===== config.mk =====
export PLATFORM = sky130hd
export DESIGN_NAME = i2c_mrx
export DESIGN_NICKNAME = d
export VERILOG_FILES = /design/src/rtl/i2c_mrx_pkg.sv /design/src/rtl/i2c_mrx_sync.sv /design/src/rtl/i2c_mrx_phase_timer.sv /design/src/rtl/i2c_mrx_shreg.sv /design/src/rtl/i2c_mrx.sv
export SDC_FILE = /design/constraint.sdc
export NUM_CORES = 1
export LEC_CHECK = 0
export BUFFER_PORTS_ARGS = -buffer_cell sky130_fd_sc_hd__buf_4
export CORE_MARGIN = 5
export CORE_UTILIZATION = 32
export DETAILED_ROUTE_END_ITERATION = 8
export SETUP_SLACK_MARGIN = 0.3
export SLEW_MARGIN = 5
export SYNTH_ARGS = -nofsm -noshare
export SYNTH_HDL_FRONTEND = slang
export SYNTH_SLANG_ARGS = --single-unit

===== constraint.sdc =====
create_clock -name clk -period 5.4 [get_ports clk]
set_clock_uncertainty 0.15 [all_clocks]
set_input_delay 0.54 -clock clk [delete_from_list [all_inputs] [get_ports clk]]
set_output_delay 0.54 -clock clk [all_outputs]
set_load 0.01 [all_outputs]

===== src/rtl/i2c_mrx_pkg.sv =====
package i2c_mrx_pkg;

    typedef enum logic [3:0] {
        ST_IDLE  = 4'd0,
        ST_LOW   = 4'd1,
        ST_HIGH  = 4'd2,
        ST_WAIT  = 4'd3,
        ST_ALOW  = 4'd4,
        ST_AHIGH = 4'd5,
        ST_HOLD  = 4'd6,
        ST_SLOW  = 4'd7,
        ST_SHIGH = 4'd8
    } mrx_state_e;

    typedef struct packed {
        logic scl_oe;
        logic sda_oe;
    } pin_drive_t;

    // pull-low enables implied by a state
    function automatic pin_drive_t drive_for(mrx_state_e s, logic nack);
        pin_drive_t d;
        d.scl_oe = (s == ST_LOW) || (s == ST_WAIT) || (s == ST_ALOW) ||
                   (s == ST_HOLD) || (s == ST_SLOW);
        d.sda_oe = (((s == ST_ALOW) || (s == ST_AHIGH)) && !nack) ||
                   (s == ST_SLOW) || (s == ST_SHIGH);
        return d;
    endfunction

    // states whose length is set by the phase timer
    function automatic logic is_timed(mrx_state_e s);
        return (s == ST_LOW) || (s == ST_HIGH) || (s == ST_ALOW) ||
               (s == ST_AHIGH) || (s == ST_SLOW) || (s == ST_SHIGH);
    endfunction

endpackage


===== src/rtl/i2c_mrx_sync.sv =====
module i2c_mrx_sync #(
    parameter int   STAGES    = 2,
    parameter logic RESET_VAL = 1'b1
) (
    input  logic clk,
    input  logic rst,
    input  logic d_i,
    output logic q_o
);
    logic [STAGES-1:0] pipe;

    always_ff @(posedge clk) begin
        if (rst) pipe <= {STAGES{RESET_VAL}};
        else     pipe <= {pipe[STAGES-2:0], d_i};
    end

    assign q_o = pipe[STAGES-1];
endmodule


===== src/rtl/i2c_mrx_phase_timer.sv =====
module i2c_mrx_phase_timer #(
    parameter int PHASE_CYC = 4
) (
    input  logic clk,
    input  logic rst,
    input  logic clr_i,
    output logic mid_o,
    output logic last_o
);
    localparam int CW = $clog2(PHASE_CYC + 1);

    logic [CW-1:0] cnt;

    always_ff @(posedge clk) begin
        if (rst || clr_i) cnt <= '0;
        else              cnt <= cnt + CW'(1);
    end

    assign mid_o  = (cnt == CW'(PHASE_CYC / 2));
    assign last_o = (cnt == CW'(PHASE_CYC - 1));
endmodule


===== src/rtl/i2c_mrx_shreg.sv =====
module i2c_mrx_shreg #(
    parameter int W = 8
) (
    input  logic         clk,
    input  logic         rst,
    input  logic         shift_i,
    input  logic         final_i,
    input  logic         bit_i,
    output logic [W-1:0] data_o
);
    logic [W-1:0] sh;
    logic [W-1:0] sh_n;

    assign sh_n = {sh[W-2:0], bit_i};

    always_ff @(posedge clk) begin
        if (rst) begin
            sh     <= '0;
            data_o <= '0;
        end else if (shift_i) begin
            sh <= sh_n;
            if (final_i) data_o <= sh_n;
        end
    end
endmodule


===== src/rtl/i2c_mrx.sv =====
module i2c_mrx
    import i2c_mrx_pkg::*;
#(
    parameter int PHASE_CYC = 4,
    parameter int DATA_BITS = 8
) (
    input  logic                 clk,
    input  logic                 rst,
    input  logic                 rd_i,
    input  logic                 wait_en_i,
    input  logic                 ack_sel_i,
    input  logic                 flag_clr_i,
    input  logic                 stop_i,
    input  logic                 sda_i,
    output logic [DATA_BITS-1:0] data_o,
    output logic                 flag_o,
    output logic                 busy_o,
    output logic                 scl_oe_o,
    output logic                 sda_oe_o
);
    localparam int BW = $clog2(DATA_BITS);

    mrx_state_e  st_q, st_n;
    logic [BW-1:0] bit_q, bit_n;
    logic        flag_q, busy_q, nack_q;
    logic        flag_set, ack_cap, busy_set, busy_clr, sample;
    logic        t_mid, t_last, sda_s, last_bit;
    pin_drive_t  pins;

    i2c_mrx_sync #(.STAGES(2), .RESET_VAL(1'b1)) u_sync (
        .clk(clk), .rst(rst), .d_i(sda_i), .q_o(sda_s)
    );

    i2c_mrx_phase_timer #(.PHASE_CYC(PHASE_CYC)) u_timer (
        .clk(clk), .rst(rst),
        .clr_i((st_n != st_q) || !is_timed(st_q)),
        .mid_o(t_mid), .last_o(t_last)
    );

    i2c_mrx_shreg #(.W(DATA_BITS)) u_shreg (
        .clk(clk), .rst(rst), .shift_i(sample), .final_i(last_bit),
        .bit_i(sda_s), .data_o(data_o)
    );

    assign last_bit = (bit_q == BW'(DATA_BITS - 1));

    always_comb begin
        st_n     = st_q;
        bit_n    = bit_q;
        flag_set = 1'b0;
        ack_cap  = 1'b0;
        busy_set = 1'b0;
        busy_clr = 1'b0;
        sample   = 1'b0;
        case (st_q)
            ST_IDLE: if (rd_i) begin
                st_n = ST_LOW; bit_n = '0; busy_set = 1'b1;
            end
            ST_HOLD: if (rd_i) begin
                st_n = ST_LOW; bit_n = '0;
            end else if (stop_i && !flag_q) begin
                st_n = ST_SLOW;
            end
            ST_LOW: if (t_last) st_n = ST_HIGH;
            ST_HIGH: begin
                sample = t_mid;
                if (t_last) begin
                    if (!last_bit) begin
                        st_n = ST_LOW; bit_n = bit_q + BW'(1);
                    end else if (wait_en_i) begin
                        st_n = ST_WAIT; flag_set = 1'b1;
                    end else begin
                        st_n = ST_ALOW; ack_cap = 1'b1;
                    end
                end
            end
            ST_WAIT: if (!flag_q) begin
                st_n = ST_ALOW; ack_cap = 1'b1;
            end
            ST_ALOW: if (t_last) begin
                st_n = ST_AHIGH; flag_set = !wait_en_i;
            end
            ST_AHIGH: if (t_last) st_n = ST_HOLD;
            ST_SLOW:  if (t_last) st_n = ST_SHIGH;
            ST_SHIGH: if (t_last) begin
                st_n = ST_IDLE; busy_clr = 1'b1;
            end
            default: st_n = ST_IDLE;
        endcase
    end

    always_ff @(posedge clk) begin
        if (rst) begin
            st_q   <= ST_IDLE;
            bit_q  <= '0;
            flag_q <= 1'b0;
            busy_q <= 1'b0;
            nack_q <= 1'b0;
        end else begin
            st_q  <= st_n;
            bit_q <= bit_n;
            if (flag_set)        flag_q <= 1'b1;
            else if (flag_clr_i) flag_q <= 1'b0;
            if (busy_set)        busy_q <= 1'b1;
            else if (busy_clr)   busy_q <= 1'b0;
            if (ack_cap)         nack_q <= ack_sel_i;
        end
    end

    assign pins     = drive_for(st_q, nack_q);
    assign scl_oe_o = pins.scl_oe;
    assign sda_oe_o = pins.sda_oe;
    assign flag_o   = flag_q;
    assign busy_o   = busy_q;
endmodule


==> results of run 1 <==
state kept, by name, indices dropped and copies added (netlist names):
| signal | flops |
|---|---|
| bit_q | 3 |
| busy_o | 1 |
| flag_o | 1 |
| nack_q | 1 |
| st_q | 4 |
| u_shreg.data_o | 8 |
| u_shreg.sh | 7 |
| u_sync.pipe | 2 |
| u_timer.cnt | 3 |
stage by stage:
stage,util (%),area (µm²)
2_1_floorplan,-,1530
3_3_place_gp,36.1,1690
3_5_place_dp,36.1,1690
4_1_cts,38.5,1810
5_1_grt,38.5,1810
6_report,38.5,1810
power by group:
| group | switching (mW) | leakage (nW) | internal [mW] | total, mW |
|---|---|---|---|---|
| logic | 0.0127 | 0.511 | 0.0122 | 0.0249 |
| registers | 0.00485 | 0.243 | 0.224 | 0.229 |
| clock network | 0.0826 | 0.0573 | 0.147 | 0.230 |
worst max-delay path by stage:
stage                                          from                   endpoint  slack, ns  cells after the start
after global placement    u_timer.cnt[0]$_SDFF_PP0_  u_timer.cnt[0]$_SDFF_PP0_       3.27                      7
after CTS                        st_q[2]$_SDFF_PP0_                   sda_oe_o       3.09                      5
after detailed placement  u_timer.cnt[0]$_SDFF_PP0_  u_timer.cnt[0]$_SDFF_PP0_       3.26                      7
after floorplan                  st_q[0]$_SDFF_PP0_                   scl_oe_o       3.52                      4
final                            st_q[2]$_SDFF_PP0_                   sda_oe_o       3.10                      5
after global routing             st_q[2]$_SDFF_PP0_                   sda_oe_o       2.86                      5
worst register-to-register path: cells and delay by family (launching register included):
family | cells | cell delay (ns)
AO/OA/AOI/OAI | 2 | 0.52
AND/OR/NAND/NOR | 3 | 0.39
adder cells (fa/ha/maj) | 2 | 0.62
flip-flops | 1 | 0.36
placed cells by master, fill, tap and decap left out, types with 5 or more instances in the layout:
cell      count
nor2_1       35
dfxtp_1      30
mux2i_1      19
buf_4        19
nor2b_1       8
nand2_1       8
ha_1          6
clkbuf_8      6
o21ai_0       5
a21oi_1       5
area by class of cell:
cell class	count	area, µm²
Timing Repair Buffer	19	143
Clock buffer	6	82.6
Multi-Input combinational cell	129	868
Fill cell	485	2890
Tap cell	54	67.6
Inverter	4	15.0
Clock inverter	1	30.0
Sequential cell	30	601
per-layer routing:
layer | vias to the layer above | wire [µm] | global-route usage, %
met3 | 6 | 131 | 3.51
met2 | 23 | 1350 | 16.8
li1 | 636 | - | -
met1 | 553 | 1510 | 13.7
met5 | - | 0 | 0
met4 | 0 | 55 | 4.64
cell families (layout without fill, tap and decap cells):
kind of cell / count (synthesis) / after routing / share of synthesized area (%)
AND/OR/NAND/NOR: 70 / 70 / 24.2
buffers and inverters: 13 / 30 / 3.85
adder cells (fa/ha/maj): 6 / 6 / 4.91
multiplexers: 19 / 19 / 12.4
AO/OA/AOI/OAI: 34 / 34 / 15.2
flip-flops: 30 / 30 / 39.3
==> metrics.md, run 1 <==
| Metric | Value |
|---|---|
| Max Clock Freq | around 0.43 GHz |
| CTS Sinks | 30 |
| Max incr delay on CP | 0.67 ns |
| Hold Crit Depth | 1 |
| Antenna violations before repair | 0 |
| Diodes inserted | 0 |
| RSZ-0062 raised after global routing | no |
| Min Tclk post-route | 2.30 ns |
| Post-DP HPWL | ~2.1 mm |
| Vias | 1,218 |
| WS Path Type | reg -> out |
| Endpoints failing setup | 0 |
| Via/cell ratio | around 5 |
| Synth unique cells | 36 |
| CP Capture Type | primary output |
| Post-synthesis async set-or-reset flop share | 0% |
| Total GRT Usage | a little over a tenth |
| Worst path bufs/invs | 1 |
| CP Max Fanout | 16 |
| Initial Util | between 30% and 40% |
| CTS Hold Bufs | 0 |
| Reg2reg path depth | 7 |
| Remaining DRCs | 0 |
| GRT Residual Overflow | 0 |
| CP most frequent cell | nor2_1 |
| Flops & latches, synth | 30 |
| Critical-path top delay cell | dfxtp_1 |
| RePlAce Congestion | between 0.7 and 0.8 |
| Core ar. | 0.00469 mm² |
| Nets@finish | just over 200 |
| Final worst slack | 3.10 ns |
| Post-synth top area share | roughly two fifths |
| First-pass GRT wire length | 5.35 mm |
| Fin Setup TNS | 0 ns |
| Netlist Area Pre-Place | roughly 0.0015 mm² |
| Area delta synth->final | 18.3% |
| Antenna viol nets, final | 0 |
| DP Cell Count | approximately 240 |
| Vias in the first global route | 1,179 |
| I/O Buffers | 19 |
| Clock Pin Slew Worst Setup and Hold Paths | around 0.060 ns |
| Synthesized net count | 186 |
| Critical-path cell list | nand2b_1 > nor2_1 > nor2_1 > o21ai_0 > buf_4 |
| Layout cells sized above 1 | 17.5% |
| DR WL/cell | 12.5 µm |
| Top cells by count, synth | nor2_1, dfxtp_1, mux2i_1 |
| CP startpoint kind | flop |
| Max Cap Viol | 0 |
| Cells after synthesis | approximately 170 |
| # rows | 25 |
| Worst vdd ir | roughly 0.00014 V |
| Post-synth EDFFs | 0 |
| Num CTS Buffers | 5 |
| Avg Cell Area, Syn | 8.88 µm² |
| Die X | ~79 µm |
| Tightest Hold Check Type | reg -> reg |
| Pleak | 0.812 nW |
| Hold wc startpoint | u_sync.pipe[0]$_SDFF_PP1_ |
| Hold Violations, Final | 0 |
| Worst slew pin tran | ~0.7 ns |
| CP required | about 4.7 ns |
| Die area | around 0.0063 mm² |
| Drt pass-1 iters | 4 |
| Crit-path leading delay family | flip-flops |
| CTS tree | built |
| PwrDens | 268 mW/mm² |
| Primary FF master, synth | dfxtp_1 |
| Reg-to-reg slack, setup | between 3 and 4 ns |
| Sequential area share after synthesis | 39.3% |
| PostCTS Resize Cnt | 0 |
| Worst hold slack | between 0.2 and 0.3 ns |
| H-tree depth | 2 |
| Most common cell in the netlist | nor2_1 |
| Synth area leaders | dfxtp_1, mux2i_1, nor2_1, ha_1, nor2b_1 |
| Drt initial violations | 55 |
| IO Pins | 20 |
| Slew headroom | a little over half |
| Final Total Pwr | between 400 and 500 µW |
| Biggest area consumer among synthesized cells | dfxtp_1 |
| Setup bufs post-CTS | 0 |
| Worst Hold Path EP | u_sync.pipe[1]$_SDFF_PP1_ |
| Slew Viols, Final | 0 |
| Period utilization | a little over two fifths |
| Yosys Warn Count | 0 |
| Crit Reg-Reg Startpoint | u_timer.cnt[0]$_SDFF_PP0_ |
| Status | finished, final reports clean |
| Pre-CTS setup slack | 3.26 ns |
| Clk Latency, worst-skew pair | approximately 0.28 ns |
| Detailed Route WL | around 3.0 mm |
| Worst EP arrival | between 1.5 and 2 ns |
| Reg-to-Reg End | u_timer.cnt[0]$_SDFF_PP0_ |
| Final instance count without filler cells | roughly 240 |
| Max clock buf depth | 2 |
| Largest net degree at the start of global routing | 29 |
| Die H | roughly 80 µm |
| Root Driver | clkbuf_8 |
No activity file was read; power rests on OpenSTA's default activity.
==> run 2: changes to the inputs <==
Clock period 5.4 ns to 2 ns, I/O delays scaled along.
==> metrics.md, run 2 (synthesis gave the netlist of run 1 again) <==
| Metric | Value |
|---|---|
| Core ar. | roughly 0.0047 mm² |
| Final instance count without filler cells | roughly 260 |
| Worst vdd ir | 0.000379 V |
| Pre-CTS setup slack | between 0.15 and 0.2 ns |
| Reg-to-Reg End | u_timer.cnt[0]$_SDFF_PP0_ |
| Largest net degree at the start of global routing | 29 |
| Status | finished, final reports clean |
| Die area | ~0.0063 mm² |
| CP startpoint kind | flop |
| Crit Reg-Reg Startpoint | u_timer.cnt[1]$_SDFF_PP0_ |
| Worst slew pin tran | 0.294 ns |
| DR WL/cell | 13.4 µm |
| Max FFs per register | 8 |
| Initial Util | approximately a third |
| CP Max Fanout | 6 |
| Max Clock Freq | ~0.56 GHz |
| Layout cells sized above 1 | around 40% |
| Max clock buf depth | 2 |
| Pleak | about 0.9 nW |
| WS Path Type | reg -> reg |
| Critical-path cell list | ha_4 > ha_4 > buf_6 > o22ai_2 > nand2b_1 > a211oi_2 > o2111ai_2 > nor2_1 |
| Min Tclk post-route | around 1.8 ns |
| I/O Buffers | 19 |
| DP Area | between 0.0015 and 0.002 mm² |
| CP most frequent cell | ha_4 |
| DP Cell Count | 244 |
| Commonest non-fill, non-tap cell in the layout | nor2_1 |
| Most frequent cells in the layout | nor2_1, buf_4, dfxtp_1 |
| Num CTS Buffers | 5 |
| Clk Latency, worst-skew pair | 0.27 ns |
| Psw | 289 µW |
| Endpoints failing setup | 0 |
| H-tree depth | 2 |
| Cell Int Power | ~920 µW |
| CP startpoint | u_timer.cnt[1]$_SDFF_PP0_ |
| Switching Fraction | between 20% and 30% |
| Vias in the first global route | around 1,300 |
| Worst Setup EP | u_timer.cnt[0]$_SDFF_PP0_ |
| RSZ-0062 raised after global routing | yes |
| Post-layout instance area | between 0.002 and 0.0025 mm² |
| IO Pins | 20 |
| Drt initial violations | 90 |
| Total GRT Usage | between 10% and 20% |
| Antenna viol nets, final | 0 |
| Largest regs | u_shreg.data_o (8), u_shreg.sh (7), st_q (4) |
| Slew headroom | 80.4% |
| Worst path bufs/invs | 1 |
| CTS Sinks | 30 |
| Antenna violations before repair | 0 |
| PwrDens | about 580 mW/mm² |
| Root Driver | clkbuf_8 |
| Critical-path top delay cell | dfxtp_2 |
| Final worst slack | between 0.2 and 0.25 ns |
| Detailed Route WL | around 3.5 mm |
| Remaining DRCs | 0 |
| Clock Pin Slew Worst Setup and Hold Paths | about 0.07 ns |
| CTS tree | built |
| Via/cell ratio | between 5 and 6 |
| Die H | 79.1 µm |
| Area delta synth->final | 37.8% |
| Final Total Pwr | roughly 1.2 mW |
| GRT Residual Overflow | 0 |
| Crit path depth | 8 |
| First-pass GRT wire length | 5.93 mm |
| Sequential power share | between 50 and 60% |
| Crit-path leading delay family | compound AO/OA/AOI/OAI gates |
| Period utilization | 89.0% |
| Reg-to-reg slack, setup | 0.22 ns |
| Fin Setup TNS | 0 ns |
| Diodes inserted | 0 |
| Reg2reg path depth | 8 |
| # rows | 25 |
| CP required | between 2 and 2.5 ns |
| Vias | approximately 1,300 |
| Max incr delay on CP | around 0.34 ns |
| Hold Violations, Final | 0 |
| RePlAce Congestion | about 0.8 |
| Clock share of power | around two fifths |
| Register name with the most flops | u_shreg.data_o |
| Combinational share of power | roughly 8.0% |
| Worst EP arrival | between 1.5 and 2 ns |
| Nets@finish | between 200 and 250 |
| Tightest Hold Check Type | in -> reg |
| Slew Viols, Final | 0 |
| Die X | 79.1 µm |
| CP Capture Type | flop |
| Drt pass-1 iters | 2 |
| Post-DP HPWL | ~2.3 mm |
| Max Cap Viol | 0 |
| Hold wc startpoint | ack_sel_i |
-- run 2: cell types whose count changed in the layout (fill, tap and decap cells not counted), moves of 3 or more --
| cell | previous run | this run |
|---|---|---|
| ha_1 | 6 | 2 |
| nor2b_2 | 0 | 4 |
| buf_6 | 0 | 3 |
| dfxtp_1 | 30 | 22 |
| ha_4 | 0 | 4 |
| buf_4 | 19 | 31 |
| nor2b_1 | 8 | 3 |
| dfxtp_4 | 0 | 3 |
| dfxtp_2 | 0 | 5 |
-- run 2: metal layers --
metal,global-route usage (%),vias up,wire (µm)
met4,4.98,0,36
li1,-,669,-
met2,19.8,24,1710
met5,0,-,0
met1,14.5,621,1640
met3,2.83,4,141
-- run 2: per-stage QoR --
stage          hold WS [ns]  util [%]
6_report             0.0150      44.9
5_1_grt              0.0374      44.9
4_1_cts             0.00505      42.4
3_5_place_dp          0.238      38.3
3_3_place_gp          0.236      38.3
2_1_floorplan         0.154         -
-- run 2: power by group through the flow --
| stage | Sequential (mW) | Combinational, mW | Clock [mW] |
|---|---|---|---|
| finish | 0.610 | 0.0972 | 0.507 |
| detailed placement | 0.625 | 0.0855 | 0 |
| global placement | 0.625 | 0.0872 | 0 |
| global route | 0.610 | 0.108 | 0.557 |
| CTS | 0.613 | 0.0921 | 0.527 |
| floorplan | 0.624 | 0.0562 | 0 |
-- run 2: what timing repair did --
item                       4_1_cts  5_1_grt
hold buffers                     1        0
hold endpoints to repair         1        0
pin swaps                        4        6
setup buffers                    4        5
gates resized for setup         15       23
setup endpoints to repair       24       20
-- run 2: final cells by class --
class	count	area, µm²
clock buffers	6	82.6
clock inverters	2	12.5
fillers	457	2590
inverters	4	15.0
multi-input cells	129	1010
flip-flops and latches	30	618
well taps	54	67.6
repair buffers	37	297
-- run 2: worst register-to-register path: cells and delay by family (launching register included) --
| family | cells | cell delay, ns |
|---|---|---|
| AOI/OAI and AO/OA | 3 | 0.54 |
| adders and majority gates | 2 | 0.35 |
| buffers and inverters | 1 | 0.13 |
| DFF | 1 | 0.34 |
| and+or+nand+nor | 2 | 0.21 |
-- run 2: worst min-delay path by stage --
| stage | depth (start not counted) | slack, ns | end |
|---|---|---|---|
| floorplan | 1 | 0.15 | u_sync.pipe[0]$_SDFF_PP1_ |
| global placement | 2 | 0.24 | u_sync.pipe[0]$_SDFF_PP1_ |
| detailed placement | 2 | 0.24 | u_sync.pipe[0]$_SDFF_PP1_ |
| CTS | 3 | 0.005 | nack_q$_SDFFE_PP0P_ |
| global route | 3 | 0.04 | nack_q$_SDFFE_PP0P_ |
| finish | 3 | 0.01 | nack_q$_SDFFE_PP0P_ |
==> run 3: changes to the inputs <==
Settings changed: HOLD_SLACK_MARGIN from default to 0.12.
==> metrics.md, run 3 (synthesis gave the netlist of run 1 again) <==
| Metric | Value |
|---|---|
| Layout cells sized above 1 | between 30% and 40% |
| Via/cell ratio | ~5.0 |
| Max clock buf depth | 2 |
| Diodes inserted | 0 |
| CP startpoint kind | flop |
| Root Driver | clkbuf_8 |
| # rows | 25 |
| Core ar. | 0.00469 mm² |
| Max incr delay on CP | between 0.3 and 0.4 ns |
| Clk Latency, worst-skew pair | 0.27 ns |
| RePlAce Congestion | 0.799 |
| Hold Violations, Final | 0 |
| Reg-to-Reg End | u_timer.cnt[0]$_SDFF_PP0_ |
| Worst vdd ir | 0.000381 V |
| First-pass GRT wire length | between 5 and 6 mm |
| Total GRT Usage | 11.9% |
| Die area | between 0.006 and 0.007 mm² |
| Critical-path cell list | ha_4 > ha_4 > buf_6 > o22ai_2 > nand2b_1 > a211oi_2 > o2111ai_2 > nor2_1 |
| Max Cap Viol | 0 |
| Period utilization | between 80 and 90% |
| CP Max Fanout | 6 |
| Nets@finish | 223 |
| Reg-to-reg slack, setup | around 0.21 ns |
| CP required | a little over 2 ns |
| Pre-CTS setup slack | about 0.16 ns |
| Clock Pin Slew Worst Setup and Hold Paths | around 0.070 ns |
| Area delta synth->final | 39.1% |
| Die X | a little under 80 µm |
| GRT Residual Overflow | 0 |
| Slew Viols, Final | 0 |
| Initial Util | between 30% and 40% |
| Sequential power share | 50.1% |
| Final worst slack | about 0.21 ns |
| Detailed Route WL | 3.53 mm |
| Slew headroom | between 80% and 90% |
| Reg2reg path depth | 8 |
| Worst Hold Path EP | bit_q[2]$_SDFFE_PP0P_ |
| H-tree depth | 2 |
| Antenna violations before repair | 0 |
| Worst EP arrival | roughly 1.8 ns |
| Pleak | 0.921 nW |
| CP most frequent cell | ha_4 |
| Filler cells | around 460 |
| Vias | between 1,000 and 1,500 |
| Status | finished, final reports clean |
| Most frequent cells in the layout | nor2_1, buf_4, dfxtp_1 |
| Endpoints failing setup | 0 |
| Combinational share of power | roughly 8.3% |
| Critical-path top delay cell | dfxtp_2 |
| Drt initial violations | 83 |
| Register name with the most flops | u_shreg.data_o |
| Fin Setup TNS | 0 ns |
| PwrDens | between 500 and 600 mW/mm² |
| Drt pass-1 iters | 4 |
| Commonest non-fill, non-tap cell in the layout | nor2_1 |
| Largest net degree at the start of global routing | 29 |
| Crit Reg-Reg Startpoint | u_timer.cnt[1]$_SDFF_PP0_ |
| Tightest Hold Check Type | in -> reg |
| Hold wc startpoint | rst |
| RSZ-0062 raised after global routing | yes |
| Largest regs | u_shreg.data_o (8), u_shreg.sh (7), st_q (4) |
| Max FFs per register | 8 |
| I/O Buffers | 19 |
| Die H | approximately 79 µm |
| Min Tclk post-route | between 1.5 and 2 ns |
| Remaining DRCs | 0 |
| WS Path Type | reg -> reg |
| CTS Sinks | 30 |
| IO Pins | 20 |
| Psw | just under 300 µW |
| Worst slew pin tran | roughly 0.30 ns |
| Max Clock Freq | 0.559 GHz |
| Post-DP HPWL | about 2.3 mm |
| DR WL/cell | about 13 µm |
| Vias in the first global route | around 1,300 |
| Cell Int Power | 927 µW |
| Antenna viol nets, final | 0 |
| CP Capture Type | flop |
| Hold Crit Depth | 2 |
| Num CTS Buffers | 5 |
| CTS tree | built |
| Clock share of power | between 40% and 50% |
| Switching Fraction | between 20% and 30% |
-- run 3: final cells by class --
cell class | instances | area, µm² | area share [%]
clock buffer | 6 | 82.6 | 3.89
clock inverter | 2 | 12.5 | 0.589
inverter | 4 | 15.0 | 0.707
multi-input combinational | 129 | 1010 | 47.6
sequential | 30 | 618 | 29.1
tap | 54 | 67.6 | 3.18
timing repair buffer | 39 | 317 | 14.9
-- run 3: worst max-delay path, delay by kind of cell, from the launching register on --
kind	cells	cell delay, ns
AO/OA/AOI/OAI	3	0.54
adder cells (fa/ha/maj)	2	0.35
buffers and inverters	1	0.13
flip-flops	1	0.34
AND/OR/NAND/NOR	2	0.22
-- run 3: worst max-delay path by stage --
stage / cells after the start / end / slack [ns] / startpoint
floorplan: 7 / u_timer.cnt[0]$_SDFF_PP0_ / 0.31 / bit_q[0]$_SDFFE_PP0P_
global placement: 7 / u_timer.cnt[0]$_SDFF_PP0_ / 0.13 / bit_q[0]$_SDFFE_PP0P_
detailed placement: 7 / u_timer.cnt[0]$_SDFF_PP0_ / 0.16 / bit_q[0]$_SDFFE_PP0P_
CTS: 8 / u_timer.cnt[0]$_SDFF_PP0_ / 0.23 / u_timer.cnt[1]$_SDFF_PP0_
global route: 8 / u_timer.cnt[1]$_SDFF_PP0_ / 0.12 / u_timer.cnt[1]$_SDFF_PP0_
finish: 8 / u_timer.cnt[0]$_SDFF_PP0_ / 0.21 / u_timer.cnt[1]$_SDFF_PP0_
-- run 3: metal layers --
metal | track usage [%] | vias up | part of all wire [%]
met5 | 0 | - | 0
met4 | 4.98 | 0 | 1.0
met3 | 2.83 | 4 | 3.9
met2 | 19.9 | 23 | 49
met1 | 14.6 | 615 | 46
li1 | - | 676 | -
-- run 3: what timing repair did --
item                                    4_1_cts  5_1_grt
pin swaps                                     4        6
endpoints found under the hold margin         3        0
hold buffers                                  3        0
endpoints found under the setup margin       24       20
setup buffers                                 4        5
gates resized for setup                      15       23
-- run 3: per-stage QoR --
| step | area (µm²) | total power [mW] | util, % | hold WS, ns | instances |
|---|---|---|---|---|---|
| global route | 2120 | 1.28 | 45.3 | 0.148 | 264 |
| CTS | 2010 | 1.23 | 42.8 | 0.136 | 259 |
| detailed placement | 1800 | 0.710 | 38.3 | 0.238 | 244 |
| floorplan | 1580 | 0.680 | - | 0.154 | 172 |
| global placement | 1800 | 0.712 | 38.3 | 0.236 | 244 |
| finish | 2120 | 1.22 | 45.3 | 0.138 | 264 |
-- run 3: power by group through the flow --
stage / clock [mW] / combinational, mW / sequential (mW)
2_1_floorplan: 0 / 0.0562 / 0.624
4_1_cts: 0.527 / 0.0952 / 0.613
6_report: 0.506 / 0.101 / 0.610
3_3_place_gp: 0 / 0.0872 / 0.625
3_5_place_dp: 0 / 0.0855 / 0.625
5_1_grt: 0.557 / 0.112 / 0.610
